$ cat src/rtl/wdog_pkg.sv
package wdog_pkg;
  localparam int DATA_W = 32;
  localparam int NUM_EV = 2;
  localparam int EV_OVF = 0;
  localparam int EV_DLY = 1;

  typedef enum logic [3:0] {
    RA_CTRL   = 4'd0,
    RA_COUNT  = 4'd1,
    RA_LOAD   = 4'd2,
    RA_TRIG   = 4'd3,
    RA_RUN    = 4'd4,
    RA_DELAY  = 4'd5,
    RA_STAT   = 4'd6,
    RA_IENSET = 4'd7,
    RA_IENCLR = 4'd8
  } wdog_addr_e;

  typedef enum logic [1:0] {
    SQ_IDLE  = 2'd0,
    SQ_START = 2'd1,
    SQ_STOP  = 2'd2
  } seq_state_e;

  localparam logic [DATA_W-1:0] KEY_START_A = 32'h0000_BBBB;
  localparam logic [DATA_W-1:0] KEY_START_B = 32'h0000_4444;
  localparam logic [DATA_W-1:0] KEY_STOP_A  = 32'h0000_AAAA;
  localparam logic [DATA_W-1:0] KEY_STOP_B  = 32'h0000_5555;
endpackage

$ cat src/rtl/wdog_prescaler.sv
module wdog_prescaler #(
  parameter int PRE_W = 3
) (
  input  logic             clk,
  input  logic             rst,
  input  logic             tick_en,
  input  logic             run,
  input  logic             clr,
  input  logic             pre_en,
  input  logic [PRE_W-1:0] ratio,
  output logic             cnt_tick
);
  localparam int DIV_W = (2 ** PRE_W) - 1;

  logic [DIV_W-1:0] div_q;
  logic [DIV_W-1:0] limit;
  logic             live;

  always_comb begin
    limit    = (DIV_W'(1) << ratio) - DIV_W'(1);
    live     = tick_en && run;
    cnt_tick = pre_en ? (live && (div_q == limit)) : live;
  end

  always_ff @(posedge clk) begin
    if (rst || clr) begin
      div_q <= '0;
    end else if (live && pre_en) begin
      div_q <= (div_q == limit) ? '0 : div_q + DIV_W'(1);
    end
  end

  AST_TICK_GATED: assert property (@(posedge clk) disable iff (rst)
    cnt_tick |-> (tick_en && run));
endmodule

$ cat src/rtl/wdog_runctl.sv
module wdog_runctl
  import wdog_pkg::*;
(
  input  logic              clk,
  input  logic              rst,
  input  logic              run_we,
  input  logic [DATA_W-1:0] wdata,
  output logic              running
);
  seq_state_e st_q;

  always_ff @(posedge clk) begin
    if (rst) begin
      st_q    <= SQ_IDLE;
      running <= 1'b1;
    end else if (run_we) begin
      case (st_q)
        SQ_IDLE: begin
          if (wdata == KEY_START_A)     st_q <= SQ_START;
          else if (wdata == KEY_STOP_A) st_q <= SQ_STOP;
        end
        SQ_START: begin
          if (wdata == KEY_START_B) running <= 1'b1;
          st_q <= SQ_IDLE;
        end
        SQ_STOP: begin
          if (wdata == KEY_STOP_B) running <= 1'b0;
          st_q <= SQ_IDLE;
        end
        default: st_q <= SQ_IDLE;
      endcase
    end
  end

  AST_RUN_BY_SEQ: assert property (@(posedge clk) disable iff (rst)
    !$stable(running) |-> ($past(run_we) && $past(st_q) != SQ_IDLE));
endmodule

$ cat src/rtl/wdog_counter.sv
module wdog_counter #(
  parameter int CNT_W = 32
) (
  input  logic             clk,
  input  logic             rst,
  input  logic             cnt_tick,
  input  logic             load_we,
  input  logic             trig_we,
  input  logic             delay_we,
  input  logic [CNT_W-1:0] wdata,
  output logic [CNT_W-1:0] count_q,
  output logic [CNT_W-1:0] load_q,
  output logic [CNT_W-1:0] delay_q,
  output logic [CNT_W-1:0] trig_q,
  output logic             reload,
  output logic             ovf_ev,
  output logic             dly_ev
);
  logic             wrap;
  logic [CNT_W-1:0] cnt_nxt;

  always_comb begin
    reload  = trig_we && (wdata != trig_q);
    wrap    = (count_q == '1);
    cnt_nxt = wrap ? load_q : count_q + CNT_W'(1);
    ovf_ev  = cnt_tick && !reload && wrap;
    dly_ev  = cnt_tick && !reload && (cnt_nxt == delay_q);
  end

  always_ff @(posedge clk) begin
    if (rst) begin
      count_q <= '0;
      load_q  <= '0;
      delay_q <= '0;
      trig_q  <= '0;
    end else begin
      if (load_we)  load_q  <= wdata;
      if (delay_we) delay_q <= wdata;
      if (trig_we)  trig_q  <= wdata;
      if (reload)        count_q <= load_q;
      else if (cnt_tick) count_q <= cnt_nxt;
    end
  end

  AST_CNT_STEP: assert property (@(posedge clk) disable iff (rst)
    (cnt_tick && !reload && !wrap) |=> count_q == $past(count_q) + CNT_W'(1));
  AST_OVF_RELOAD: assert property (@(posedge clk) disable iff (rst)
    ovf_ev |=> count_q == $past(load_q));
  AST_TRIG_SAME: assert property (@(posedge clk) disable iff (rst)
    (trig_we && wdata == trig_q && !cnt_tick) |=> $stable(count_q));
  AST_LOAD_NO_FLY: assert property (@(posedge clk) disable iff (rst)
    (load_we && !trig_we && !cnt_tick) |=> $stable(count_q));
endmodule

$ cat src/rtl/wdog_irq.sv
module wdog_irq
  import wdog_pkg::*;
(
  input  logic              clk,
  input  logic              rst,
  input  logic [NUM_EV-1:0] ev,
  input  logic              stat_we,
  input  logic              set_we,
  input  logic              clr_we,
  input  logic [NUM_EV-1:0] wbits,
  output logic [NUM_EV-1:0] stat_q,
  output logic [NUM_EV-1:0] ien_q,
  output logic              irq_n
);
  logic [NUM_EV-1:0] stat_nxt;
  logic [NUM_EV-1:0] ien_nxt;

  always_comb begin
    stat_nxt = stat_q;
    if (stat_we) stat_nxt = stat_nxt & ~wbits;
    stat_nxt = stat_nxt | ev;
    ien_nxt  = ien_q;
    if (set_we) ien_nxt = ien_nxt | wbits;
    if (clr_we) ien_nxt = ien_nxt & ~wbits;
  end

  always_ff @(posedge clk) begin
    if (rst) begin
      stat_q <= '0;
      ien_q  <= '0;
      irq_n  <= 1'b1;
    end else begin
      stat_q <= stat_nxt;
      ien_q  <= ien_nxt;
      irq_n  <= ~|(stat_nxt & ien_nxt);
    end
  end

  for (genvar g = 0; g < NUM_EV; g++) begin : g_ev_chk
    AST_W1C: assert property (@(posedge clk) disable iff (rst)
      (stat_we && wbits[g] && !ev[g]) |=> !stat_q[g]);
    AST_EV_SET: assert property (@(posedge clk) disable iff (rst)
      ev[g] |=> stat_q[g]);
  end

  AST_IRQ_AGREE: assert property (@(posedge clk) disable iff (rst)
    irq_n == !(|(stat_q & ien_q)));
endmodule

$ cat src/rtl/wdog_timer.sv
module wdog_timer
  import wdog_pkg::*;
#(
  parameter int ADDR_W  = 4,
  parameter int CNT_W   = 32,
  parameter int PRE_W   = 3,
  parameter int RST_CYC = 16
) (
  input  logic              clk,
  input  logic              rst,
  input  logic              tick_en,
  input  logic [ADDR_W-1:0] addr,
  input  logic              wr_en,
  input  logic [31:0]       wdata,
  output logic [31:0]       rdata,
  output logic              wdt_rst_n,
  output logic              irq_n
);
  localparam int PC_W   = $clog2(RST_CYC + 1);
  localparam int EN_BIT = PRE_W + 2;

  logic              we_ctrl, we_load, we_trig, we_run, we_delay;
  logic              we_stat, we_iset, we_iclr;
  logic              pre_en_q;
  logic [PRE_W-1:0]  ratio_q;
  logic              running, cnt_tick, reload, ovf_ev, dly_ev;
  logic [CNT_W-1:0]  count_q, load_q, delay_q, trig_q;
  logic [NUM_EV-1:0] stat_q, ien_q, ev;
  logic [PC_W-1:0]   pulse_q;
  logic [31:0]       rd_nxt;

  always_comb begin
    we_ctrl  = wr_en && (addr == ADDR_W'(RA_CTRL));
    we_load  = wr_en && (addr == ADDR_W'(RA_LOAD));
    we_trig  = wr_en && (addr == ADDR_W'(RA_TRIG));
    we_run   = wr_en && (addr == ADDR_W'(RA_RUN));
    we_delay = wr_en && (addr == ADDR_W'(RA_DELAY));
    we_stat  = wr_en && (addr == ADDR_W'(RA_STAT));
    we_iset  = wr_en && (addr == ADDR_W'(RA_IENSET));
    we_iclr  = wr_en && (addr == ADDR_W'(RA_IENCLR));
    ev          = '0;
    ev[EV_OVF]  = ovf_ev;
    ev[EV_DLY]  = dly_ev;
  end

  always_ff @(posedge clk) begin
    if (rst) begin
      pre_en_q <= 1'b0;
      ratio_q  <= '0;
    end else if (we_ctrl) begin
      pre_en_q <= wdata[EN_BIT];
      ratio_q  <= wdata[EN_BIT-1:2];
    end
  end

  wdog_runctl u_run (
    .clk(clk), .rst(rst), .run_we(we_run), .wdata(wdata), .running(running)
  );

  wdog_prescaler #(.PRE_W(PRE_W)) u_pre (
    .clk(clk), .rst(rst), .tick_en(tick_en), .run(running),
    .clr(we_ctrl || reload), .pre_en(pre_en_q), .ratio(ratio_q),
    .cnt_tick(cnt_tick)
  );

  wdog_counter #(.CNT_W(CNT_W)) u_cnt (
    .clk(clk), .rst(rst), .cnt_tick(cnt_tick), .load_we(we_load),
    .trig_we(we_trig), .delay_we(we_delay), .wdata(wdata[CNT_W-1:0]),
    .count_q(count_q), .load_q(load_q), .delay_q(delay_q), .trig_q(trig_q),
    .reload(reload), .ovf_ev(ovf_ev), .dly_ev(dly_ev)
  );

  wdog_irq u_irq (
    .clk(clk), .rst(rst), .ev(ev), .stat_we(we_stat), .set_we(we_iset),
    .clr_we(we_iclr), .wbits(wdata[NUM_EV-1:0]), .stat_q(stat_q),
    .ien_q(ien_q), .irq_n(irq_n)
  );

  always_ff @(posedge clk) begin
    if (rst) begin
      pulse_q   <= '0;
      wdt_rst_n <= 1'b1;
    end else if (ovf_ev) begin
      pulse_q   <= PC_W'(RST_CYC - 1);
      wdt_rst_n <= 1'b0;
    end else if (pulse_q != '0) begin
      pulse_q   <= pulse_q - PC_W'(1);
    end else begin
      wdt_rst_n <= 1'b1;
    end
  end

  always_comb begin
    rd_nxt = '0;
    case (addr)
      ADDR_W'(RA_CTRL):   begin
        rd_nxt[EN_BIT]     = pre_en_q;
        rd_nxt[EN_BIT-1:2] = ratio_q;
      end
      ADDR_W'(RA_COUNT):  rd_nxt[CNT_W-1:0]  = count_q;
      ADDR_W'(RA_LOAD):   rd_nxt[CNT_W-1:0]  = load_q;
      ADDR_W'(RA_TRIG):   rd_nxt[CNT_W-1:0]  = trig_q;
      ADDR_W'(RA_RUN):    rd_nxt[0]          = running;
      ADDR_W'(RA_DELAY):  rd_nxt[CNT_W-1:0]  = delay_q;
      ADDR_W'(RA_STAT):   rd_nxt[NUM_EV-1:0] = stat_q;
      ADDR_W'(RA_IENSET): rd_nxt[NUM_EV-1:0] = ien_q;
      ADDR_W'(RA_IENCLR): rd_nxt[NUM_EV-1:0] = ien_q;
      default:            rd_nxt = '0;
    endcase
  end

  always_ff @(posedge clk) begin
    if (rst) rdata <= '0;
    else     rdata <= rd_nxt;
  end

  AST_RST_FROM_OVF: assert property (@(posedge clk) disable iff (rst)
    $fell(wdt_rst_n) |-> $past(ovf_ev));
  AST_RST_HELD: assert property (@(posedge clk) disable iff (rst)
    (!wdt_rst_n && pulse_q != '0) |=> !wdt_rst_n);
endmodule

$ cat config.mk
export PLATFORM = sky130hd
export DESIGN_NAME = wdog_timer
export DESIGN_NICKNAME = d
export VERILOG_FILES = /design/src/rtl/wdog_pkg.sv /design/src/rtl/wdog_prescaler.sv /design/src/rtl/wdog_runctl.sv /design/src/rtl/wdog_counter.sv /design/src/rtl/wdog_irq.sv /design/src/rtl/wdog_timer.sv
export SDC_FILE = /design/constraint.sdc
export NUM_CORES = 1
export LEC_CHECK = 0
export BUFFER_PORTS_ARGS = -buffer_cell sky130_fd_sc_hd__buf_2
export CAP_MARGIN = 20
export CORE_ASPECT_RATIO = 0.5
export CORE_MARGIN = 1
export CORE_UTILIZATION = 45
export CTS_CLUSTER_DIAMETER = 30
export DETAILED_ROUTE_END_ITERATION = 12
export GPL_TIMING_DRIVEN = 0
export PLACE_DENSITY = 0.74
export SETUP_SLACK_MARGIN = 0.3
export SYNTH_ARGS = -nofsm -noshare
export SYNTH_HDL_FRONTEND = slang
export SYNTH_HIERARCHICAL = 1
export SYNTH_SLANG_ARGS = --single-unit
$ cat constraint.sdc
create_clock -name clk -period 3.9 [get_ports clk]
set_clock_uncertainty 0.2 [all_clocks]
set_input_delay 0.39 -clock clk [delete_from_list [all_inputs] [get_ports clk]]
set_output_delay 0.39 -clock clk [all_outputs]
set_load 0.03 [all_outputs]
==> run metrics <==
run status completed; DP Wirelength roughly 29000 um; switching pwr around 1.2 mW; Cell variety after synth 79; Routability Congestion a little under 1; Least-Margin Pin Slew between 0.9 and 1 ns; Gate power share 0.115; final setup fails 0; pwr dens between 300 and 400 mW/mm^2; port bufs ~70; Ys Warns 6; chip width between 200 and 250 um; DR pass1 iterations 6; worst-path cell chain clkbuf_4 -> nand3_4 -> nor4_4 -> buf_6 -> nand3_2 -> buf_8 -> o211ai_1 -> xor2_1 -> nand4_1 -> nor4_4 -> and4_4 -> a21oi_1 -> o22a_1; slowest cell on the critical path nor4_4; fin cells about 1600; IO Pins 74; Starting Density 0.465; hold wc startpoint wdata[21]; Pwr Total between 4 and 5 mW; reg2reg start u_cnt/count_q[4]$_SDFFE_PP0P_; initial antenna violation count 0; crit-path max FO 10; share of cells above drive strength 1 0.169; Top cell by count, worst path nor4_4; CTS sink cnt between 150 and 200; Syn Nets 1223; sw frac 0.284; core area about 0.022 sq mm; post-synthesis sequential area ratio 0.363; Max VDD drop roughly 0.0002 V; clock tree from TritonCTS done; Reg clk slew, reported paths around 0.080 ns; HP Class in2reg; CP startpoint u_cnt/count_q[4]$_SDFFE_PP0P_; CP Capture Type register; Critical Path RT 4.04 ns; die height between 100 and 150 um; ys flop type dfxtp_1; drt initial violations 1336; Power Internal approximately 3.1 mW; Vias roughly 10000; Max Freq ~0.27 GHz; gr usage total 0.328; FF+latch count, synth 185; CTS root buf clkbuf_16; Layout area overhead 16.8%; Post-synth EDFFs 0; Tmin final ~3.7 ns; Worst-Skew Late Latency between 0.4 and 0.5 ns; part of the power in registers 0.458; power share of the clock group 0.427; startpoint types register; Die ar. 0.0233 sq mm; syn avg cell area 8.66 sq um; Antenna diodes 0; RSZ-0062 raised after global routing yes; Hold Violations, Final 0; row count 38; Clock Path Buffers 2; number of global-route vias before repair about 9200; CP top delay family simple AND/OR/NAND/NOR gates; # nets final 1330; # placed instances between 1500 and 2000; post-route ant nets 0; Setup TNS Final 0 ns; ys async rst share 0; DR vias/cell approximately 6.3; Hold WS 0.0620 ns; Remaining DRCs 0; CTS H-tree lvls 4; Worst Setup Path Type reg2reg; WP buf/inv 3; crit path DAT roughly 3.8 ns; cts bufs inserted 17; fin crit share 0.942; Post-Syn Area between 0.01 and 0.015 sq mm; Syn Inst Count 1179; first-pass GRT wire length between 50000 and 60000 um; Crit path largest cell delay between 0.4 and 0.5 ns; grt ovf 0; Slew HR 0.336; Max Slew Vio Count 0; leak pwr 4.53 nW; WL per Instance approximately 24 um; max_cap viols 0; final WL ~38000 um; largest net degree at the start of global routing 19
## state kept, by name, indices dropped and copies added, names as in the netlist
| signal | cells |
|---|---|
| rdata | 32 |
| u_cnt/count_q | 32 |
| u_cnt/delay_q | 32 |
| u_cnt/load_q | 32 |
| u_cnt/trig_q | 32 |
| u_pre/div_q | 7 |
| pulse_q | 5 |
| ratio_q | 3 |
| u_irq/ien_q | 2 |
| u_irq/stat_q | 2 |
| u_run/st_q | 2 |
| pre_en_q | 1 |
| u_irq/irq_n | 1 |
| u_run/running | 1 |
| wdt_rst_n | 1 |
## cell type report
type,count,area (sq um)
clock buffers,18,439
repair buffers,88,484
inverters,23,86.3
flip-flops and latches,185,3710
fillers,2017,10000
well taps,300,375
clock inverters,14,175
plain buffers,84,427
multi-input cells,887,6220
## power groups by stage
| stage | Combinational, mW | Clock, mW | Sequential, mW |
|---|---|---|---|
| after floorplan | 0.297 | 0 | 2.01 |
| after global placement | 0.452 | 0 | 2.02 |
| after detailed placement | 0.465 | 0 | 2.02 |
| after CTS | 0.475 | 1.86 | 1.98 |
| after global routing | 0.528 | 1.95 | 1.99 |
| final | 0.497 | 1.85 | 1.98 |
## layer usage
metal | wire length [um] | global-route usage | vias up | share of wire
met5 | 0 | 0 | - | 0
met4 | 568 | 0.0842 | 0 | 0.015
met3 | 4320 | 0.0821 | 48 | 0.11
met2 | 15900 | 0.488 | 540 | 0.41
met1 | 17600 | 0.470 | 4909 | 0.46
li1 | - | - | 4512 | -
## tightest hold or removal path, stage by stage
cell and delay (ns):
buf_2 0.14, mux2i_1 0.08, nor2_1 0.07
## logic make-up (layout without fill, tap and decap cells)
logic type	Yosys count	after routing	share of synthesized area
compound gates	223	223	0.165
xor+xnor	92	92	0.0790
fa+ha+maj	4	4	0.00490
buf+inv	107	227	0.0454
flops	185	185	0.363
mux	121	121	0.119
simple gates	447	447	0.223
## path summary, 6_finish.rpt
| kind | endpoint | slack (ns) | depth (start not counted) |
|---|---|---|---|
| worst max-delay path | u_irq/irq_n$_SDFF_PP1_ | 0.23 | 13 |
| worst min-delay path | u_cnt/load_q[21]$_SDFFE_PP0P_ | 0.06 | 3 |
| worst max register to register | u_irq/irq_n$_SDFF_PP1_ | 0.23 | 13 |
| worst min register to register | u_cnt/count_q[28]$_SDFFE_PP0P_ | 0.30 | 2 |
## repair_timing
action	in CTS	in global routing
gates resized for setup	29	35
hold buffers	0	0
pin swaps	5	10
endpoints found under the setup margin	43	19
cloned	0	0
buffers inserted	5	9
## Yosys cell counts (27+ instances only)
library cell    n  area share
xor2_1         58       0.050
nand2_1        59       0.022
dfxtp_1       185        0.36
nor2_1        207       0.076
nand3_1        37       0.018
mux2i_1       115        0.11
a22o_1         31       0.027
a222oi_1       27       0.026
xnor2_1        34       0.029
clkbuf_1       35       0.013
buf_2          27       0.013
a21oi_1        40       0.020
## cell usage in the layout, fill, tap and decap left out, types with 29 or more instances in the layout
master,count
mux2i_1,114
nor2_1,206
dfxtp_1,178
xor2_1,56
a21oi_1,40
buf_2,94
nand2_1,59
a22o_1,31
clkbuf_1,29
nand3_1,36
xnor2_1,34
## per-stage QoR
| step | instance area [sq um] | setup slack, ns | util |
|---|---|---|---|
| 6_report | 11900 | 0.228 | 0.543 |
| 5_1_grt | 11900 | 0.148 | 0.543 |
| 4_1_cts | 11700 | 0.194 | 0.534 |
| 3_5_place_dp | 11000 | -0.759 | 0.499 |
| 3_3_place_gp | 10900 | -0.743 | 0.498 |
| 2_1_floorplan | 10200 | 0.646 | - |
(Power assumes the default switching activity.)
